--- src/rtl/boot_seq_pkg.sv ---
package boot_seq_pkg;

   typedef enum logic [2:0] {
      ST_SAMPLE,
      ST_LEN,
      ST_WORDS,
      ST_FLUSH,
      ST_DONE,
      ST_SKIP
   } boot_state_t;

   typedef enum logic [1:0] {
      RD_IDLE,
      RD_LOW,
      RD_GAP
   } rd_state_t;

endpackage

--- src/rtl/bs_ext_reader.sv ---
module bs_ext_reader
   import boot_seq_pkg::*;
#(
   parameter int ADDR_W   = 16,
   parameter int BYTE_W   = 8,
   parameter int WAIT_CYC = 3
) (
   input  logic              clk,
   input  logic              rst_n,
   input  logic              req_i,
   input  logic [ADDR_W-1:0] addr_i,
   output logic              rdy_o,
   output logic              vld_o,
   output logic [BYTE_W-1:0] byte_o,
   output logic [ADDR_W-1:0] ext_addr_o,
   output logic              ext_rd_n_o,
   input  logic [BYTE_W-1:0] ext_data_i
);

   if (WAIT_CYC < 1) begin : g_bad_wait
      $error("bs_ext_reader: WAIT_CYC must be at least 1");
   end

   rd_state_t st_q;
   logic      last_low;

   if (WAIT_CYC == 1) begin : g_single
      assign last_low = 1'b1;
   end else begin : g_count
      localparam int CW = $clog2(WAIT_CYC);
      logic [CW-1:0] cnt_q;
      always_ff @(posedge clk) begin
         if (!rst_n) begin
            cnt_q <= '0;
         end else if (st_q == RD_LOW) begin
            cnt_q <= last_low ? '0 : cnt_q + 1'b1;
         end
      end
      assign last_low = (cnt_q == CW'(WAIT_CYC - 1));
   end

   always_ff @(posedge clk) begin
      if (!rst_n) begin
         st_q       <= RD_IDLE;
         ext_rd_n_o <= 1'b1;
         ext_addr_o <= '0;
         vld_o      <= 1'b0;
         byte_o     <= '0;
      end else begin
         vld_o <= 1'b0;
         unique case (st_q)
            RD_IDLE: begin
               if (req_i) begin
                  ext_addr_o <= addr_i;
                  ext_rd_n_o <= 1'b0;
                  st_q       <= RD_LOW;
               end
            end
            RD_LOW: begin
               if (last_low) begin
                  byte_o     <= ext_data_i;
                  vld_o      <= 1'b1;
                  ext_rd_n_o <= 1'b1;
                  st_q       <= RD_GAP;
               end
            end
            RD_GAP: st_q <= RD_IDLE;
            default: st_q <= RD_IDLE;
         endcase
      end
   end

   assign rdy_o = (st_q == RD_IDLE);

endmodule

--- src/rtl/bs_word_packer.sv ---
module bs_word_packer #(
   parameter int WORD_W    = 24,
   parameter int BYTE_W    = 8,
   parameter int PM_ADDR_W = 11,
   localparam int LANES    = WORD_W / BYTE_W,
   localparam int LANE_W   = (LANES > 1) ? $clog2(LANES) : 1
) (
   input  logic                 clk,
   input  logic                 rst_n,
   input  logic                 vld_i,
   input  logic [BYTE_W-1:0]    byte_i,
   input  logic [LANE_W-1:0]    lane_i,
   input  logic [PM_ADDR_W-1:0] word_idx_i,
   output logic                 pm_we_o,
   output logic [PM_ADDR_W-1:0] pm_addr_o,
   output logic [WORD_W-1:0]    pm_wdata_o
);

   if (WORD_W % BYTE_W != 0) begin : g_bad_width
      $error("bs_word_packer: WORD_W must be a multiple of BYTE_W");
   end

   logic [WORD_W-1:0] acc_q;
   logic [WORD_W-1:0] word_next;
   logic              last_lane;

   for (genvar k = 0; k < LANES; k++) begin : g_lane
      localparam int HI = WORD_W - 1 - k * BYTE_W;
      assign word_next[HI -: BYTE_W] =
         (lane_i == LANE_W'(k)) ? byte_i : acc_q[HI -: BYTE_W];
   end

   assign last_lane = (lane_i == LANE_W'(LANES - 1));

   always_ff @(posedge clk) begin
      if (!rst_n) begin
         acc_q      <= '0;
         pm_we_o    <= 1'b0;
         pm_addr_o  <= '0;
         pm_wdata_o <= '0;
      end else begin
         pm_we_o <= 1'b0;
         if (vld_i) begin
            acc_q <= word_next;
            if (last_lane) begin
               pm_we_o    <= 1'b1;
               pm_addr_o  <= word_idx_i;
               pm_wdata_o <= word_next;
            end
         end
      end
   end

endmodule

--- src/rtl/bs_boot_ctrl.sv ---
module bs_boot_ctrl
   import boot_seq_pkg::*;
#(
   parameter int PAGE_W    = 3,
   parameter int OFF_W     = 13,
   parameter int BYTE_W    = 8,
   parameter int PM_ADDR_W = 11,
   parameter int LANES     = 3,
   parameter int LEN_UNIT  = 8,
   localparam int LANE_W   = (LANES > 1) ? $clog2(LANES) : 1,
   localparam int SLOT_SH  = $clog2(LANES + 1),
   localparam int CNT_W    = PM_ADDR_W + 1,
   localparam int ADDR_W   = PAGE_W + OFF_W
) (
   input  logic                 clk,
   input  logic                 rst_n,
   input  logic                 strap0_i,
   input  logic                 strap1_i,
   input  logic [PAGE_W-1:0]    page_i,
   input  logic                 rd_rdy_i,
   input  logic                 rd_vld_i,
   input  logic [BYTE_W-1:0]    rd_byte_i,
   output logic                 rd_req_o,
   output logic [ADDR_W-1:0]    rd_addr_o,
   output logic                 pk_vld_o,
   output logic [LANE_W-1:0]    lane_o,
   output logic [PM_ADDR_W-1:0] word_idx_o,
   output logic                 sel_n_o,
   output logic                 done_o,
   output logic                 run_o
);

   if ((1 << SLOT_SH) != LANES + 1) begin : g_bad_slot
      $error("bs_boot_ctrl: slot of LANES+1 bytes must be a power of two");
   end
   if (OFF_W != PM_ADDR_W + SLOT_SH) begin : g_bad_off
      $error("bs_boot_ctrl: OFF_W must cover the whole program RAM in slots");
   end
   if ((1 << BYTE_W) * LEN_UNIT > (1 << PM_ADDR_W)) begin : g_bad_len
      $error("bs_boot_ctrl: largest length code exceeds program RAM");
   end

   boot_state_t          st_q;
   logic [PAGE_W-1:0]    page_q;
   logic                 pend_q;
   logic [LANE_W-1:0]    lane_q;
   logic [CNT_W-1:0]     word_q;
   logic [CNT_W-1:0]     total_q;
   logic [CNT_W-1:0]     total_next;
   logic [CNT_W-1:0]     word_inc;
   logic [OFF_W-1:0]     off;
   logic                 fetching;

   assign fetching   = (st_q == ST_LEN) || (st_q == ST_WORDS);
   assign total_next = (CNT_W'(rd_byte_i) + CNT_W'(1)) * CNT_W'(LEN_UNIT);
   assign word_inc   = word_q + CNT_W'(1);

   always_comb begin
      if (st_q == ST_WORDS) begin
         off = {word_q[PM_ADDR_W-1:0], {SLOT_SH{1'b0}}}
             | OFF_W'({1'b0, lane_q} + {{LANE_W{1'b0}}, 1'b1});
      end else begin
         off = '0;
      end
   end

   always_ff @(posedge clk) begin
      if (!rst_n) begin
         st_q    <= ST_SAMPLE;
         page_q  <= '0;
         pend_q  <= 1'b0;
         lane_q  <= '0;
         word_q  <= '0;
         total_q <= '0;
      end else begin
         if (rd_req_o) begin
            pend_q <= 1'b1;
         end else if (rd_vld_i) begin
            pend_q <= 1'b0;
         end
         unique case (st_q)
            ST_SAMPLE: begin
               page_q <= page_i;
               st_q   <= (!strap0_i && !strap1_i) ? ST_LEN : ST_SKIP;
            end
            ST_LEN: begin
               if (rd_vld_i) begin
                  total_q <= total_next;
                  word_q  <= '0;
                  lane_q  <= '0;
                  st_q    <= ST_WORDS;
               end
            end
            ST_WORDS: begin
               if (rd_vld_i) begin
                  if (lane_q == LANE_W'(LANES - 1)) begin
                     lane_q <= '0;
                     word_q <= word_inc;
                     if (word_inc == total_q) begin
                        st_q <= ST_FLUSH;
                     end
                  end else begin
                     lane_q <= lane_q + 1'b1;
                  end
               end
            end
            ST_FLUSH: st_q <= ST_DONE;
            ST_DONE:  st_q <= ST_DONE;
            ST_SKIP:  st_q <= ST_SKIP;
            default:  st_q <= ST_SKIP;
         endcase
      end
   end

   assign rd_req_o   = fetching && rd_rdy_i && !pend_q;
   assign rd_addr_o  = {page_q, off};
   assign pk_vld_o   = rd_vld_i && (st_q == ST_WORDS);
   assign lane_o     = lane_q;
   assign word_idx_o = word_q[PM_ADDR_W-1:0];
   assign sel_n_o    = !fetching;
   assign done_o     = (st_q == ST_DONE);
   assign run_o      = (st_q == ST_DONE) || (st_q == ST_SKIP);

endmodule

--- src/rtl/eprom_boot_seq.sv ---
module eprom_boot_seq #(
   parameter int PAGE_W    = 3,
   parameter int OFF_W     = 13,
   parameter int BYTE_W    = 8,
   parameter int WORD_W    = 24,
   parameter int PM_ADDR_W = 11,
   parameter int WAIT_CYC  = 3,
   parameter int LEN_UNIT  = 8,
   localparam int ADDR_W   = PAGE_W + OFF_W,
   localparam int LANES    = WORD_W / BYTE_W,
   localparam int LANE_W   = (LANES > 1) ? $clog2(LANES) : 1
) (
   input  logic                 clk,
   input  logic                 rst_n,
   input  logic                 strap0_i,
   input  logic                 strap1_i,
   input  logic [PAGE_W-1:0]    page_i,
   output logic [ADDR_W-1:0]    ext_addr_o,
   output logic                 ext_boot_sel_n_o,
   output logic                 ext_rd_n_o,
   input  logic [BYTE_W-1:0]    ext_data_i,
   output logic                 pm_we_o,
   output logic [PM_ADDR_W-1:0] pm_addr_o,
   output logic [WORD_W-1:0]    pm_wdata_o,
   output logic                 boot_done_o,
   output logic                 core_run_o
);

   if (LANES < 2) begin : g_bad_lanes
      $error("eprom_boot_seq: WORD_W must hold at least two bytes");
   end

   logic                 rd_req;
   logic [ADDR_W-1:0]    rd_addr;
   logic                 rd_rdy;
   logic                 rd_vld;
   logic [BYTE_W-1:0]    rd_byte;
   logic                 pk_vld;
   logic [LANE_W-1:0]    lane;
   logic [PM_ADDR_W-1:0] word_idx;

   bs_boot_ctrl #(
      .PAGE_W   (PAGE_W),
      .OFF_W    (OFF_W),
      .BYTE_W   (BYTE_W),
      .PM_ADDR_W(PM_ADDR_W),
      .LANES    (LANES),
      .LEN_UNIT (LEN_UNIT)
   ) ctrl_i (
      .clk       (clk),
      .rst_n     (rst_n),
      .strap0_i  (strap0_i),
      .strap1_i  (strap1_i),
      .page_i    (page_i),
      .rd_rdy_i  (rd_rdy),
      .rd_vld_i  (rd_vld),
      .rd_byte_i (rd_byte),
      .rd_req_o  (rd_req),
      .rd_addr_o (rd_addr),
      .pk_vld_o  (pk_vld),
      .lane_o    (lane),
      .word_idx_o(word_idx),
      .sel_n_o   (ext_boot_sel_n_o),
      .done_o    (boot_done_o),
      .run_o     (core_run_o)
   );

   bs_ext_reader #(
      .ADDR_W  (ADDR_W),
      .BYTE_W  (BYTE_W),
      .WAIT_CYC(WAIT_CYC)
   ) rdr_i (
      .clk       (clk),
      .rst_n     (rst_n),
      .req_i     (rd_req),
      .addr_i    (rd_addr),
      .rdy_o     (rd_rdy),
      .vld_o     (rd_vld),
      .byte_o    (rd_byte),
      .ext_addr_o(ext_addr_o),
      .ext_rd_n_o(ext_rd_n_o),
      .ext_data_i(ext_data_i)
   );

   bs_word_packer #(
      .WORD_W   (WORD_W),
      .BYTE_W   (BYTE_W),
      .PM_ADDR_W(PM_ADDR_W)
   ) pack_i (
      .clk       (clk),
      .rst_n     (rst_n),
      .vld_i     (pk_vld),
      .byte_i    (rd_byte),
      .lane_i    (lane),
      .word_idx_i(word_idx),
      .pm_we_o   (pm_we_o),
      .pm_addr_o (pm_addr_o),
      .pm_wdata_o(pm_wdata_o)
   );

endmodule

--- config.mk ---
export PLATFORM = sky130hd
export DESIGN_NAME = eprom_boot_seq
export DESIGN_NICKNAME = d
export VERILOG_FILES = /design/src/rtl/boot_seq_pkg.sv /design/src/rtl/bs_ext_reader.sv /design/src/rtl/bs_word_packer.sv /design/src/rtl/bs_boot_ctrl.sv /design/src/rtl/eprom_boot_seq.sv
export SDC_FILE = /design/constraint.sdc
export NUM_CORES = 1
export LEC_CHECK = 0
export ABC_AREA = 1
export BUFFER_PORTS_ARGS = -buffer_cell sky130_fd_sc_hd__buf_2
export CAP_MARGIN = 10
export CORE_MARGIN = 1.5
export CORE_UTILIZATION = 40
export CTS_CLUSTER_DIAMETER = 200
export CTS_CLUSTER_SIZE = 8
export DETAILED_ROUTE_END_ITERATION = 16
export HOLD_SLACK_MARGIN = 0.1
export SLEW_MARGIN = 0
export SYNTH_ARGS = -nofsm -noshare
export SYNTH_HDL_FRONTEND = slang
export SYNTH_SLANG_ARGS = --single-unit
--- constraint.sdc ---
create_clock -name clk -period 4.6 [get_ports clk]
set_clock_uncertainty 0.1 [all_clocks]
set_input_delay 0.23 -clock clk [delete_from_list [all_inputs] [get_ports clk]]
set_output_delay 0.23 -clock clk [all_outputs]
set_load 0.05 [all_outputs]
==> impl_metrics.toml <==
[place]
dp_hpwl_mm = 8.24
io_buffers = 70
dp.cells = 826
dp_slack_ns = 2.02
gp_congestion = 0.847

[floorplan]
die_h_um = 112
start_util_pct = 41.4
fp.dieW_um = 112
core_um2 = 11500
die_area_um2 = 12600
pin_count = 71
rows = 39

[synth]
yosys.area.top_type = "dfxtp_1"
synth_edf_count = 0
ys.flop_type = "dfxtp_1"
netlist_top_cells_area = "dfxtp_1 47%, nand2_1 11%, nand3_1 8.2%"
synth_warnings = 0
syn_area_um2 = 4770
synth_common_cells = "139 x nand2_1, 112 x dfxtp_1, 78 x nand3_1"
synth_top_area_share_pct = 47.0
ys_types = 32
postSynthCellCount = 644
yosys.cell_count.top_type = "nand2_1"
synth_seq_area_share_pct = 47.0
synth_seq_cells = 112
synthArstFlopShare_pct = 0
synth_nets = 668
synth.avg_cell_area_um2 = 7.41

[worst_hold_path]
worstHoldStart = "strap1_i"
holdPathEnd = "ctrl_i.st_q[2]"
whs_path_depth = 5
hold_class = "input pin to register"

[cts]
clock_latency_ns = 0.35
clkTransAtPathRegs_ns = 0.07
clockBufferDepth = 2
cts_resized = 0
cts_buffers = 9
cts-root-buf = "clkbuf_16"
cts_sinks = 112
ctsHtreeMaxLevel = 3
cts_tree = "yes"

[outcome]
outcome = "finished clean"

[sta]
fmax_ghz = 0.382
final-hold-violation-count = 0
worst_slew_pin_slew_ns = 1.05
rsz0062_at_grt = "false"
min_period_ns = 2.62
fin_hold_ws_ns = 0.106
setup_viol = 0
max_slew_margin_pct = 30.2
period_share_pct = 56.9
fin_setup_tns_ns = 0
final.setup.worst_slack_ns = 1.98
slew_violations = 0

[detailed_routing]
via_count = 4309
drt_pass1_iterations = 6
final_antenna_net_count = 0
post_drt_wl_per_cell_um = 13.9
drc = 0
drt_iter0_drc = 238
vias_per_cell = 5.05
totalWireLength_mm = 11.8

[setup_path]
required_ns = 4.80
rr_worst_depth = 11
setup.worst_path.class = "register to register"
r2r_start = "ctrl_i.st_q[2]"
start_kind = "register"
end_kind = "register"
r2r-end = "pack_i.pm_wdata_o[12]"
crit_arrival_ns = 2.82
r2r_slack_ns = 1.98
cp_max_fo = 22

[power_and_ir_drop]
p_per_area_nw_per_um2 = 405
cellLeakagePower_nw = 2.34
ir_worst_vdd_mv = 0.239

[finish]
num_antenna_cells = 0
filler_cell_count = 1194
fin_cells = 854
final_nets = 730
drive_gt1_share_pct = 13.5
seq_area_um2 = 2240
multi_input_area_um2 = 2120
final_util_pct = 48.4
area_delta_synth_final_pct = 16.8

[flow_run]
drv_cap = 0

[global_routing]
grt_usage_pct = 19.5
grt_pass1_vias = 4010
grt_antenna_before_repair = 0
grt_start_max_net_pins = 72
grt_first_pass_wirelength_mm = 19.6
gr-total-overflow = 0
-- stage by stage --
step / total power [mW] / area [um^2]
6_report: 2.26 / 5570
5_1_grt: 2.38 / 5570
4_1_cts: 2.29 / 5570
3_5_place_dp: 1.51 / 5160
3_3_place_gp: 1.50 / 5160
2_1_floorplan: 1.41 / 4770
-- routing by layer --
| layer | track usage [%] | vias to the layer above | share of wire, % |
|---|---|---|---|
| li1 | - | 2235 | - |
| met1 | 25.6 | 1953 | 47 |
| met2 | 31.3 | 105 | 46 |
| met3 | 4.91 | 16 | 5.1 |
| met4 | 6.92 | 0 | 1.7 |
| met5 | 0 | - | 0 |
-- what timing repair did --
action / CTS / global route
buffers inserted: 0 / 0
hold buffers: 12 / 0
endpoints found under the hold margin: 12 / 0
setup endpoints to repair: 0 / 0
-- worst max path at each step --
stage	slack, ns	depth (start not counted)	startpoint	endpoint
2_1_floorplan	2.67	11	ctrl_i.st_q[2]	pack_i.pm_addr_o[7]
3_3_place_gp	2.11	10	ctrl_i.st_q[2]	ctrl_i.word_q[1]
3_5_place_dp	2.02	11	ctrl_i.st_q[2]	pack_i.pm_wdata_o[16]
4_1_cts	2.00	11	ctrl_i.st_q[2]	pack_i.pm_wdata_o[16]
5_1_grt	1.69	11	ctrl_i.st_q[2]	pack_i.pm_addr_o[2]
6_report	1.98	11	ctrl_i.st_q[2]	pack_i.pm_wdata_o[12]
-- final cells by class --
type | count | area share [%]
sequential | 112 | 40.2
multi-input combinational | 432 | 38.1
timing repair buffer | 83 | 8.58
clock buffer | 12 | 4.60
inverter | 68 | 4.58
tap | 143 | 3.21
clock inverter | 4 | 0.651
-- kinds of logic after synthesis --
kind of cell / after synthesis / share of synthesized area [%]
simple gates: 276 / 25.4
compound gates: 140 / 15.5
flops: 112 / 47.0
buf+inv: 100 / 8.47
fa+ha+maj: 9 / 2.36
xor+xnor: 7 / 1.29
-- worst max-delay path, cell delays in order (launching register included) --
cell,delay (ns)
dfxtp_1,0.34
nor2_2,0.16
nand2_2,0.12
nand2_1,0.11
inv_2,0.07
nor3_4,0.27
inv_2,0.16
nor2_4,0.24
nand2_4,0.22
inv_1,0.54
nand2_1,0.13
nand2_1,0.08
-- power breakdown --
| group | switching (mW) | internal, mW |
|---|---|---|
| sequential | 0.0460 | 1.03 |
| combinational | 0.308 | 0.103 |
| clock | 0.364 | 0.405 |
| total | 0.718 | 1.54 |
-- sequential cells by signal, indices dropped and copies added, names as in the netlist --
name and count:
rdr_i.vld_o 1, pack_i.pm_wdata_o 24, rdr_i.byte_o 8, rdr_i.st_q 2, ctrl_i.lane_o 2, ctrl_i.pend_q 1, rdr_i.ext_addr_o 16, ctrl_i.total_q 9
rdr_i.ext_rd_n_o 1, ctrl_i.st_q 3, pack_i.acc_q 16, rdr_i.g_count.cnt_q 2, ctrl_i.page_q 3, pack_i.pm_we_o 1, ctrl_i.word_q 12, pack_i.pm_addr_o 11
-- cell usage in the layout, fill, tap and decap left out, types with 4 or more instances in the layout --
cell type | synthesis | layout
xor2_1 | 7 | 7
inv_1 | 63 | 63
inv_2 | 4 | 4
dfxtp_1 | 112 | 112
o32ai_1 | 5 | 5
nor2_1 | 43 | 43
nand2_1 | 139 | 139
dlygate4sd3_1 | 0 | 12
ha_1 | 9 | 9
clkbuf_16 | 0 | 9
nand3_1 | 78 | 78
buf_2 | 5 | 70
nand3b_1 | 5 | 5
o21ai_0 | 76 | 76
a21oi_1 | 50 | 50
Note: power is estimated with default switching activity, not from simulation.
